## src/rtl/fe_pkg.sv

```systemverilog
// Shared types for the fault entry unit: fault kind codes, register
// addresses and the per-kind attribute record.
package fe_pkg;
    localparam int NUM_KINDS = 16;
    localparam int KIND_W    = 4;
    localparam int VEC_W     = 14;
    localparam int RADDR_W   = 5;
    localparam int STAT_W    = 17;

    typedef enum logic [KIND_W-1:0] {
        FK_RESET  = 4'd0,  FK_INTR   = 4'd1,  FK_IACV  = 4'd2,  FK_IMISS = 4'd3,
        FK_DMISS1 = 4'd4,  FK_DMISS2 = 4'd5,  FK_UNALN = 4'd6,  FK_DPAGE = 4'd7,
        FK_DACV   = 4'd8,  FK_MCHK   = 4'd9,  FK_OPDEC = 4'd10, FK_ARITH = 4'd11,
        FK_IOVF   = 4'd12, FK_FEN    = 4'd13, FK_VEN   = 4'd14, FK_PAL   = 4'd15
    } fault_kind_e;

    localparam logic [RADDR_W-1:0] RA_BASE  = 5'd0;
    localparam logic [RADDR_W-1:0] RA_EXC   = 5'd1;
    localparam logic [RADDR_W-1:0] RA_DVA   = 5'd2;
    localparam logic [RADDR_W-1:0] RA_STAT  = 5'd3;
    localparam logic [RADDR_W-1:0] RA_DFORM = 5'd4;
    localparam logic [RADDR_W-1:0] RA_DPTB  = 5'd5;
    localparam logic [RADDR_W-1:0] RA_ITAG  = 5'd6;
    localparam logic [RADDR_W-1:0] RA_IFORM = 5'd7;
    localparam logic [RADDR_W-1:0] RA_IPTB  = 5'd8;

    typedef struct packed {
        logic [VEC_W-1:0] vec;      // handler offset
        logic             restart;  // load return address unconditionally
        logic             skip;     // trap: step past faulting instruction
        logic             dtb;      // data translation fault
        logic             itb;      // instruction translation fault
    } fault_attr_t;
endpackage

```

## src/rtl/fe_vector_lut.sv

```systemverilog
// Fault attribute lookup: maps a fault kind to its handler offset,
// return-address rule and translation class. Purely combinational.
// Assumes the kind code covers all 16 values.
module fe_vector_lut
    import fe_pkg::*;
(
    input  fault_kind_e kind,
    output fault_attr_t attr
);
    // Table lookup of per-kind attributes
    always_comb begin
        attr = '{vec: '0, restart: 1'b1, skip: 1'b0, dtb: 1'b0, itb: 1'b0};
        case (kind)
            FK_RESET:  attr.vec = 14'h0001;
            FK_INTR:   begin attr.vec = 14'h0101; attr.restart = 1'b0; end
            FK_IACV:   begin attr.vec = 14'h0081; attr.itb = 1'b1; end
            FK_IMISS:  begin attr.vec = 14'h0181; attr.itb = 1'b1; end
            FK_DMISS1: begin attr.vec = 14'h0201; attr.dtb = 1'b1; end
            FK_DMISS2: begin attr.vec = 14'h0281; attr.dtb = 1'b1; end
            FK_UNALN:  begin attr.vec = 14'h0301; attr.dtb = 1'b1; end
            FK_DPAGE:  begin attr.vec = 14'h0381; attr.dtb = 1'b1; end
            FK_DACV:   begin attr.vec = 14'h0381; attr.dtb = 1'b1; end
            FK_MCHK:   attr.vec = 14'h0401;
            FK_OPDEC:  attr.vec = 14'h0481;
            FK_ARITH:  begin attr.vec = 14'h0501; attr.restart = 1'b0; end
            FK_IOVF:   begin attr.vec = 14'h0501; attr.restart = 1'b0; attr.skip = 1'b1; end
            FK_FEN:    attr.vec = 14'h0581;
            FK_VEN:    attr.vec = 14'h0581;
            FK_PAL:    begin attr.vec = 14'h2001; attr.restart = 1'b0; attr.skip = 1'b1; end
            default:   attr.vec = '0;
        endcase
    end
endmodule

```

## src/rtl/fe_event_counters.sv

```systemverilog
// Per-kind fault event counters. Each accepted fault increments the
// counter of its kind; counters wrap at 2**CNT_W. Not software-writable.
module fe_event_counters #(
    parameter int NUM = 16,
    parameter int CNT_W = 16,
    localparam int SEL_W = $clog2(NUM)
) (
    input  logic                      clk,
    input  logic                      rst_n,
    input  logic                      inc,
    input  logic [SEL_W-1:0]          sel,
    output logic [NUM-1:0][CNT_W-1:0] cnt
);
    for (genvar g = 0; g < NUM; g++) begin : g_cnt
        // Count events of kind g
        always_ff @(posedge clk) begin
            if (!rst_n)
                cnt[g] <= '0;
            else if (inc && sel == SEL_W'(g))
                cnt[g] <= cnt[g] + 1'b1;
        end
    end
endmodule

```

## src/rtl/fe_ctx_regs.sv

```systemverilog
// Context register file of the fault entry unit. Captures the return
// address and translation diagnostics on a fault and otherwise accepts
// software writes. A fault capture drops a concurrent write.
// Assumes AW >= STAT_W and AW > PAGE_SHIFT.
module fe_ctx_regs
    import fe_pkg::*;
#(
    parameter int AW = 32,
    parameter int PAGE_SHIFT = 13
) (
    input  logic               clk,
    input  logic               rst_n,
    input  logic               cap,
    input  fault_attr_t        attr,
    input  logic [AW-1:0]      pc,
    input  logic [AW-1:0]      va,
    input  logic [31:0]        insn,
    input  logic [5:0]         flags,
    input  logic               pte_load,
    input  logic               prefetch,
    input  logic               we,
    input  logic [RADDR_W-1:0] waddr,
    input  logic [AW-1:0]      wdata,
    output logic [AW-1:0]      priv_base_q,
    output logic [AW-1:0]      exc_addr_q,
    output logic [AW-1:0]      d_va_q,
    output logic [AW-1:0]      d_stat_q,
    output logic [AW-1:0]      d_form_q,
    output logic [AW-1:0]      d_ptb_q,
    output logic [AW-1:0]      i_tag_q,
    output logic [AW-1:0]      i_form_q,
    output logic [AW-1:0]      i_ptb_q
);
    logic [AW-1:0] exc_pick, exc_next;
    logic          d_latch;
    logic          unused_insn_low;

    assign unused_insn_low = ^insn[20:0];

    // Return address: choose PC or keep, then step past on traps
    always_comb begin
        exc_pick = (attr.restart || pc[1:0] == 2'b00) ? pc : exc_addr_q;
        exc_next = attr.skip ? exc_pick + AW'(4) : exc_pick;
    end

    assign d_latch = attr.dtb && !pte_load && !prefetch;

    // Capture on fault, else software write
    always_ff @(posedge clk) begin
        if (!rst_n) begin
            priv_base_q <= '0; exc_addr_q <= '0; d_va_q <= '0;
            d_stat_q <= '0; d_form_q <= '0; d_ptb_q <= '0;
            i_tag_q <= '0; i_form_q <= '0; i_ptb_q <= '0;
        end else if (cap) begin
            exc_addr_q <= exc_next;
            if (d_latch) begin
                d_va_q   <= va;
                d_stat_q <= {{(AW-STAT_W){1'b0}}, insn[31:26], insn[25:21], flags};
                d_form_q <= d_ptb_q | ((va >> PAGE_SHIFT) << 3);
            end
            if (attr.itb) begin
                i_tag_q  <= pc;
                i_form_q <= i_ptb_q | ((pc >> PAGE_SHIFT) << 3);
            end
        end else if (we) begin
            case (waddr)
                RA_BASE:  priv_base_q <= wdata;
                RA_EXC:   exc_addr_q  <= wdata;
                RA_DVA:   d_va_q      <= wdata;
                RA_STAT:  d_stat_q    <= wdata;
                RA_DFORM: d_form_q    <= wdata;
                RA_DPTB:  d_ptb_q     <= wdata;
                RA_ITAG:  i_tag_q     <= wdata;
                RA_IFORM: i_form_q    <= wdata;
                RA_IPTB:  i_ptb_q     <= wdata;
                default:  ;
            endcase
        end
    end
endmodule

```

## src/rtl/fault_entry_unit.sv

```systemverilog
// Fault entry unit top: looks up the fault attributes, updates the
// context registers and counters, and issues a one-cycle redirect to
// the privileged base plus handler offset. Assumes CNT_W <= AW.
module fault_entry_unit
    import fe_pkg::*;
#(
    parameter int AW = 32,
    parameter int PAGE_SHIFT = 13,
    parameter int CNT_W = 16
) (
    input  logic               clk,
    input  logic               rst_n,
    input  logic               flt_valid,
    input  logic [KIND_W-1:0]  flt_kind,
    input  logic [AW-1:0]      flt_pc,
    input  logic [AW-1:0]      flt_vaddr,
    input  logic [31:0]        flt_insn,
    input  logic [5:0]         flt_flags,
    input  logic               flt_pte_load,
    input  logic               flt_prefetch,
    input  logic               reg_we,
    input  logic [RADDR_W-1:0] reg_addr,
    input  logic [AW-1:0]      reg_wdata,
    output logic [AW-1:0]      reg_rdata,
    output logic               redirect_o,
    output logic [AW-1:0]      redirect_pc_o
);
    fault_kind_e kind;
    fault_attr_t attr;
    logic [AW-1:0] priv_base_q, exc_addr_q, d_va_q, d_stat_q, d_form_q;
    logic [AW-1:0] d_ptb_q, i_tag_q, i_form_q, i_ptb_q;
    logic [NUM_KINDS-1:0][CNT_W-1:0] ev_cnt;

    assign kind = fault_kind_e'(flt_kind);

    fe_vector_lut u_lut (.kind(kind), .attr(attr));

    fe_ctx_regs #(.AW(AW), .PAGE_SHIFT(PAGE_SHIFT)) u_regs (
        .clk(clk), .rst_n(rst_n), .cap(flt_valid), .attr(attr),
        .pc(flt_pc), .va(flt_vaddr), .insn(flt_insn), .flags(flt_flags),
        .pte_load(flt_pte_load), .prefetch(flt_prefetch),
        .we(reg_we), .waddr(reg_addr), .wdata(reg_wdata),
        .priv_base_q(priv_base_q), .exc_addr_q(exc_addr_q), .d_va_q(d_va_q),
        .d_stat_q(d_stat_q), .d_form_q(d_form_q), .d_ptb_q(d_ptb_q),
        .i_tag_q(i_tag_q), .i_form_q(i_form_q), .i_ptb_q(i_ptb_q)
    );

    fe_event_counters #(.NUM(NUM_KINDS), .CNT_W(CNT_W)) u_cnt (
        .clk(clk), .rst_n(rst_n), .inc(flt_valid), .sel(flt_kind), .cnt(ev_cnt)
    );

    // Redirect strobe and handler entry PC
    always_ff @(posedge clk) begin
        if (!rst_n) begin
            redirect_o    <= 1'b0;
            redirect_pc_o <= '0;
        end else begin
            redirect_o <= flt_valid;
            if (flt_valid)
                redirect_pc_o <= priv_base_q + {{(AW-VEC_W){1'b0}}, attr.vec};
        end
    end

    // Software read mux over context registers and counters
    always_comb begin
        reg_rdata = '0;
        if (reg_addr[RADDR_W-1]) begin
            reg_rdata = {{(AW-CNT_W){1'b0}}, ev_cnt[reg_addr[KIND_W-1:0]]};
        end else begin
            case (reg_addr)
                RA_BASE:  reg_rdata = priv_base_q;
                RA_EXC:   reg_rdata = exc_addr_q;
                RA_DVA:   reg_rdata = d_va_q;
                RA_STAT:  reg_rdata = d_stat_q;
                RA_DFORM: reg_rdata = d_form_q;
                RA_DPTB:  reg_rdata = d_ptb_q;
                RA_ITAG:  reg_rdata = i_tag_q;
                RA_IFORM: reg_rdata = i_form_q;
                RA_IPTB:  reg_rdata = i_ptb_q;
                default:  reg_rdata = '0;
            endcase
        end
    end
endmodule

```

## config.mk

```make
export PLATFORM = sky130hd
export DESIGN_NAME = fault_entry_unit
export DESIGN_NICKNAME = d
export VERILOG_FILES = /design/src/rtl/fe_pkg.sv /design/src/rtl/fe_vector_lut.sv /design/src/rtl/fe_event_counters.sv /design/src/rtl/fe_ctx_regs.sv /design/src/rtl/fault_entry_unit.sv
export SDC_FILE = /design/constraint.sdc
export NUM_CORES = 1
export LEC_CHECK = 0
export CAP_MARGIN = 20
export CORE_MARGIN = 2
export CORE_UTILIZATION = 45
export CTS_CLUSTER_SIZE = 14
export DETAILED_ROUTE_END_ITERATION = 8
export DONT_BUFFER_PORTS = 1
export SKIP_LAST_GASP = 1
export SYNTH_ARGS = -nofsm -noshare
export SYNTH_HDL_FRONTEND = slang
export SYNTH_SLANG_ARGS = --single-unit
```

## constraint.sdc

```tcl
create_clock -name clk -period 6 [get_ports clk]
set_clock_uncertainty 0.2 [all_clocks]
set_input_delay 1.2 -clock clk [delete_from_list [all_inputs] [get_ports clk]]
set_output_delay 1.2 -clock clk [all_outputs]
set_load 0.005 [all_outputs]
```

* Yosys cells after proc, flatten, opt, wreduce, memory -nomap -nowiden
Index checks and enable logic that the tools add are counted.
Widths: inputs -> output; s select.
** Storage, ports and cells
- Register bits :: 577
- Input port bits :: 149
- Output and inout port bits :: 65
** Cells by class
- Add/sub/neg operators :: 18
- Order comparisons :: 1
- Equality and inequality tests :: 25
- Mux-type cells :: 34
- Bitwise operators :: 3
- Reductions and logical operators :: 47
** Operator list (number)
- $mux 32 :: 26
- $pmux 32 s9 :: 1
- $add 16x1->16 const B :: 16
- $pmux 14 s13 :: 1
- $bmux 16 s4 :: 1
- $or 32x22->32 :: 2
- $add 32x14->32 :: 1
- $add 32x3->32 const B :: 1
- $eq 4x4->1 const B :: 8
- $reduce_and 3->1 :: 8
- $eq 5x3->1 const B :: 4
- $logic_and 1x1->1 :: 18
- $eq 4x3->1 const B :: 4
- $mux 16 :: 1
- $reduce_bool 2->1 :: 7
- $eq 5x2->1 const B :: 2
- $reduce_or 2->1 :: 5
- $eq 4x2->1 const B :: 2
- $eq 5x1->1 const B :: 1
- $eq 5x4->1 const B :: 1
- $logic_not 5->1 :: 1
- $lt 4x5->1 const B :: 1
- $reduce_or 5->1 :: 1
- $eq 4x1->1 const B :: 1
- 9 further kinds :: 14

* Logic depth before layout (Yosys ltp)
- Word-level depth :: 8
- Gate-level depth with buffers :: 14
- Depth with buffers taken out :: 11

* Hierarchy
A second synthesis with hierarchy kept.
** Unflattened totals
- Cell total of the unflattened synthesis :: 3688
- Area, all modules :: 30972.2 um^2
** By module, submodules not included
- fe_ctx_regs :: instances 1, cells an instance 1584, area each 12729.7 um^2, sequential area each 5765.5 um^2
- fe_event_counters :: instances 1, cells an instance 1391, area each 11872.6 um^2, sequential area each 5124.9 um^2
- fault_entry_unit :: instances 1, cells an instance 671, area each 6100.9 um^2, sequential area each 660.6 um^2
- fe_vector_lut :: instances 1, cells an instance 42, area each 269.0 um^2, sequential area each 0.0 um^2

* Least setup slack after synthesis
OpenSTA, ideal clock, no wires.
- Path type :: in2out
- Start :: input reg_addr[0]
- End :: output reg_rdata[3]
- Arrival time :: 3.018 ns
- Setup slack :: 1.582 ns
- Cell stages on the path :: 6
- Cells stage by stage :: buf_2 buf_1 mux4_2 mux4_2 nand2_1 nand2_1
** On the way
- Cells in the longest elaborated chain, start to end :: 3
** RTL lines
- start, declared :: RTL line fault_entry_unit.sv:22 : input logic [RADDR_W-1:0] reg_addr,
- $bmux 16 s4, or another cell as far along :: RTL line fault_entry_unit.sv:68 : reg_rdata = {{(AW-CNT_W){1'b0}}, ev_cnt[reg_addr[KIND_W-1:0]]};
- $mux 16 (not written as such) or $pmux 32 s9 (tied branches) :: RTL line fault_entry_unit.sv:68, fault_entry_unit.sv:70
- $mux 32 (*) :: RTL line fault_entry_unit.sv:67 : if (reg_addr[RADDR_W-1]) begin
- end, declared :: RTL line fault_entry_unit.sv:24 : output logic [AW-1:0] reg_rdata,
Every way passes the cells marked *; elsewhere a longest branch is shown, timed or not. The select of a mux whose other input is x is not followed.

* Worst setup path after layout
- Start :: input reg_addr[1]
- End :: output reg_rdata[0]
The elaborated chain is that of the path after synthesis.

==> summary.md <==
| Metric | Value |
|---|---|
| Clock buffer depth | 3 |
| Largest net degree at the start of global routing | 259 |
| Crit path capture type | primary output |
| Number of global-route vias before repair | 25.2k |
| Worst-Margin Slew | 1.21 ns |
| Run status | completed |
| Vias per inst | 6.23 |
| Max Transition Viols Final | 0 |
| Initial core utilization | 45.3% |
| CTS Buf Count | 67 |
| VDD IR max | 0.000198 V |
| Multi-input gate area | 16500 µm² |
| Cells after Synth | 3408 |
| Ys async rst share | 0% |
| CTS clk-pin slew, worst paths | 0.06 ns |
| Avg Inst Size Synth | 8.53 µm² |
| Initial DRC count | 2955 |
| TritonCTS clock tree | yes |
| Max Cap Viol | 0 |
| Die W | 258 µm |
| Routed WL per cell | 24.3 µm |
| Post-route DRC | 0 |
| Ys flop type | dfxtp_1 |
| Syn_nets | 3580 |
| Row cnt | 93 |
| Initial antenna violation count | 16 |
| FF/Latch Area | 11600 µm² |
| Synth warn | 0 |
| CTS sink cnt | 577 |
| Gpl congestion | 0.953 |
| Clock latency on the worst-skew pair | 0.61 ns |
| WL final | 102 mm |
| Total track usage | 30.0% |
| Layout Utilization | 49.7% |
| Core Area | 64200 µm² |
| DPL Wire Length | 70.3 mm |
| RR Startpoint | u_regs.exc_addr_q[3]$_SDFFE_PN0P_ |
| Sequential fraction of the synthesis area | 39.7% |
| Min cycle time layout | 5.02 ns |
| Hold-fix buffers, CTS | 0 |
| Post-synth EDFFs | 0 |
| Pwr dens | 272 nW/µm² |
| Fill cell count | 6040 |
| DIE HEIGHT | 258 µm |
| Critical Path Fanout Max | 68 |
| Count of final setup violators | 0 |
| Final worst-path cycle share | 83.7% |
| Min-Delay Path Class | register to register |
| Slew HR | 19.1% |
| Fmax | 0.199 GHz |
| IO buf count | 0 |
| Post-CTS sizing | 0 |
| First-pass GRT wire length | 154 mm |
| Vias | 26.2k |
| Final hold vios | 0 |
| Die ar. | 66700 µm² |
| I/O pin total | 214 |
| Setup TNS Final | 0 ns |
| Routed Antenna Nets | 0 |
| Fin worst setup slack | 0.980 ns |
| Static leakage | 10.8 nW |
| CP startpoint kind | input pin |
| Grt ovf | 0 |
| # Post-CTS Setup Buffers | 0 |
| Critical Path AT | 3.62 ns |
| Worst hold start | u_regs.d_form_q[15]$_SDFFE_PN0P_ |
| Worst Path Class, Setup | input pin to primary output |
| Cell Area, Synth | 29100 µm² |
| Root Driver | clkbuf_16 |
| Syn-to-layout area delta | 9.68% |
| Crit. Startpoint | reg_addr[1] |
| Place WS | 1.14 ns |
| Synth unique cells | 75 |
| RSZ-0062 raised after global routing | no |
| Share of cells above drive strength 1 | 7.95% |
| TritonRoute pass-1 iters | 8 |
| Most frequent cells in the layout | dfxtp_1 (577), nor2_1 (403), nand2_1 (399) |
| Nets@finish | 3456 |
| H-tree depth | 3 |
| Worst hold margin | 0.257 ns |
| Commonest non-fill, non-tap cell in the layout | dfxtp_1 |
| Critical Path RT | 4.60 ns |
| Yosys reg bits | 577 |
## cell families (layout without fill, tap and decap cells)
logic type	after synthesis	in the layout	share of synthesized area, %
and+or+nand+nor	1373	1373	22.3
other	0	12	0
xor gates and xnor gates	249	249	7.50
DFF	577	577	39.7
muxes	176	176	9.59
adders and majority gates	23	23	0.989
AOI/OAI and AO/OA	725	725	16.0
buffers and inverters	285	212	3.90
## worst paths after layout
kind	end	slack, ns	cells after the start
worst min register to register	u_regs.d_form_q[15]$_SDFFE_PN0P_	0.26	2
worst max-delay path	reg_rdata[0]	0.98	7
worst max register to register	u_regs.exc_addr_q[16]$_SDFFE_PN0P_	3.07	9
worst min-delay path	u_regs.d_form_q[15]$_SDFFE_PN0P_	0.26	2
## sequential cells by signal (all words and copies together), names as in the netlist
register and count:
u_regs.d_form_q 32, u_cnt.cnt 256, u_regs.i_form_q 32, redirect_o 1, redirect_pc_o 32, u_regs.exc_addr_q 32
u_regs.i_tag_q 32, u_regs.d_ptb_q 32, u_regs.d_va_q 32, u_regs.priv_base_q 32, u_regs.i_ptb_q 32, u_regs.d_stat_q 32
## report_power, final
part / internal (mW) / total, mW / switching (mW)
Clock: 2.54 / 4.23 / 1.69
Sequential: 3.91 / 3.98 / 0.0664
Combinational: 0.180 / 0.471 / 0.291
## critical path, cell delays in order
cell,delay [ns]
nor2_1,0.07
and3_1,0.59
buf_4,0.39
a222oi_1,0.36
nand3_1,0.11
a221oi_1,0.56
nand2_1,0.29
## cell usage after synthesis, types with 23 or more instances
| master | number | area share, % |
|---|---|---|
| a211oi_1 | 133 | 3.4 |
| a21oi_1 | 276 | 4.7 |
| a222oi_1 | 32 | 1.1 |
| a22oi_1 | 63 | 1.6 |
| and2_1 | 28 | 0.60 |
| and3_1 | 55 | 1.2 |
| and4_1 | 32 | 0.96 |
| buf_1 | 26 | 0.34 |
| buf_2 | 31 | 0.53 |
| clkbuf_1 | 171 | 2.2 |
| dfxtp_1 | 577 | 40 |
| ha_1 | 23 | 0.99 |
| inv_1 | 49 | 0.63 |
| mux2i_1 | 83 | 2.9 |
| mux4_2 | 80 | 6.2 |
| nand2_1 | 399 | 5.1 |
| nand3_1 | 152 | 2.6 |
| nand4_1 | 73 | 1.6 |
| nor2_1 | 405 | 5.2 |
| nor2b_1 | 34 | 0.73 |
| nor3_1 | 65 | 1.1 |
| o21ai_0 | 108 | 1.9 |
| or3_1 | 66 | 1.4 |
| xnor2_1 | 125 | 3.8 |
| xor2_1 | 124 | 3.7 |
## layout make-up
type | count | share of cell area [%]
timing repair buffer | 42 | 1.08
multi-input combinational | 2546 | 51.6
clock inverter | 21 | 1.00
antenna | 12 | 0.0941
inverter | 50 | 0.612
tap | 855 | 3.35
sequential | 577 | 36.2
clock buffer | 99 | 6.05
## metrics by stage
| step | std cells | instance area, µm² | power [mW] |
|---|---|---|---|
| 2_1_floorplan | 3408 | 29100 | 4.46 |
| 6_report | 4202 | 31900 | 8.68 |
| 3_3_place_gp | 4069 | 29600 | 4.51 |
| 3_5_place_dp | 4069 | 29600 | 4.52 |
| 4_1_cts | 4189 | 31900 | 8.72 |
| 5_1_grt | 4199 | 31900 | 8.94 |
## per-layer routing
| layer | vias to the layer above | global-route usage, % | share of wire [%] |
|---|---|---|---|
| met5 | - | 0 | 0.11 |
| met4 | 16 | 14.7 | 4.7 |
| met3 | 263 | 8.03 | 10 |
| met2 | 1149 | 48.5 | 46 |
| met1 | 12700 | 37.0 | 39 |
| li1 | 12100 | - | - |
No activity file was read; power rests on OpenSTA's default activity.
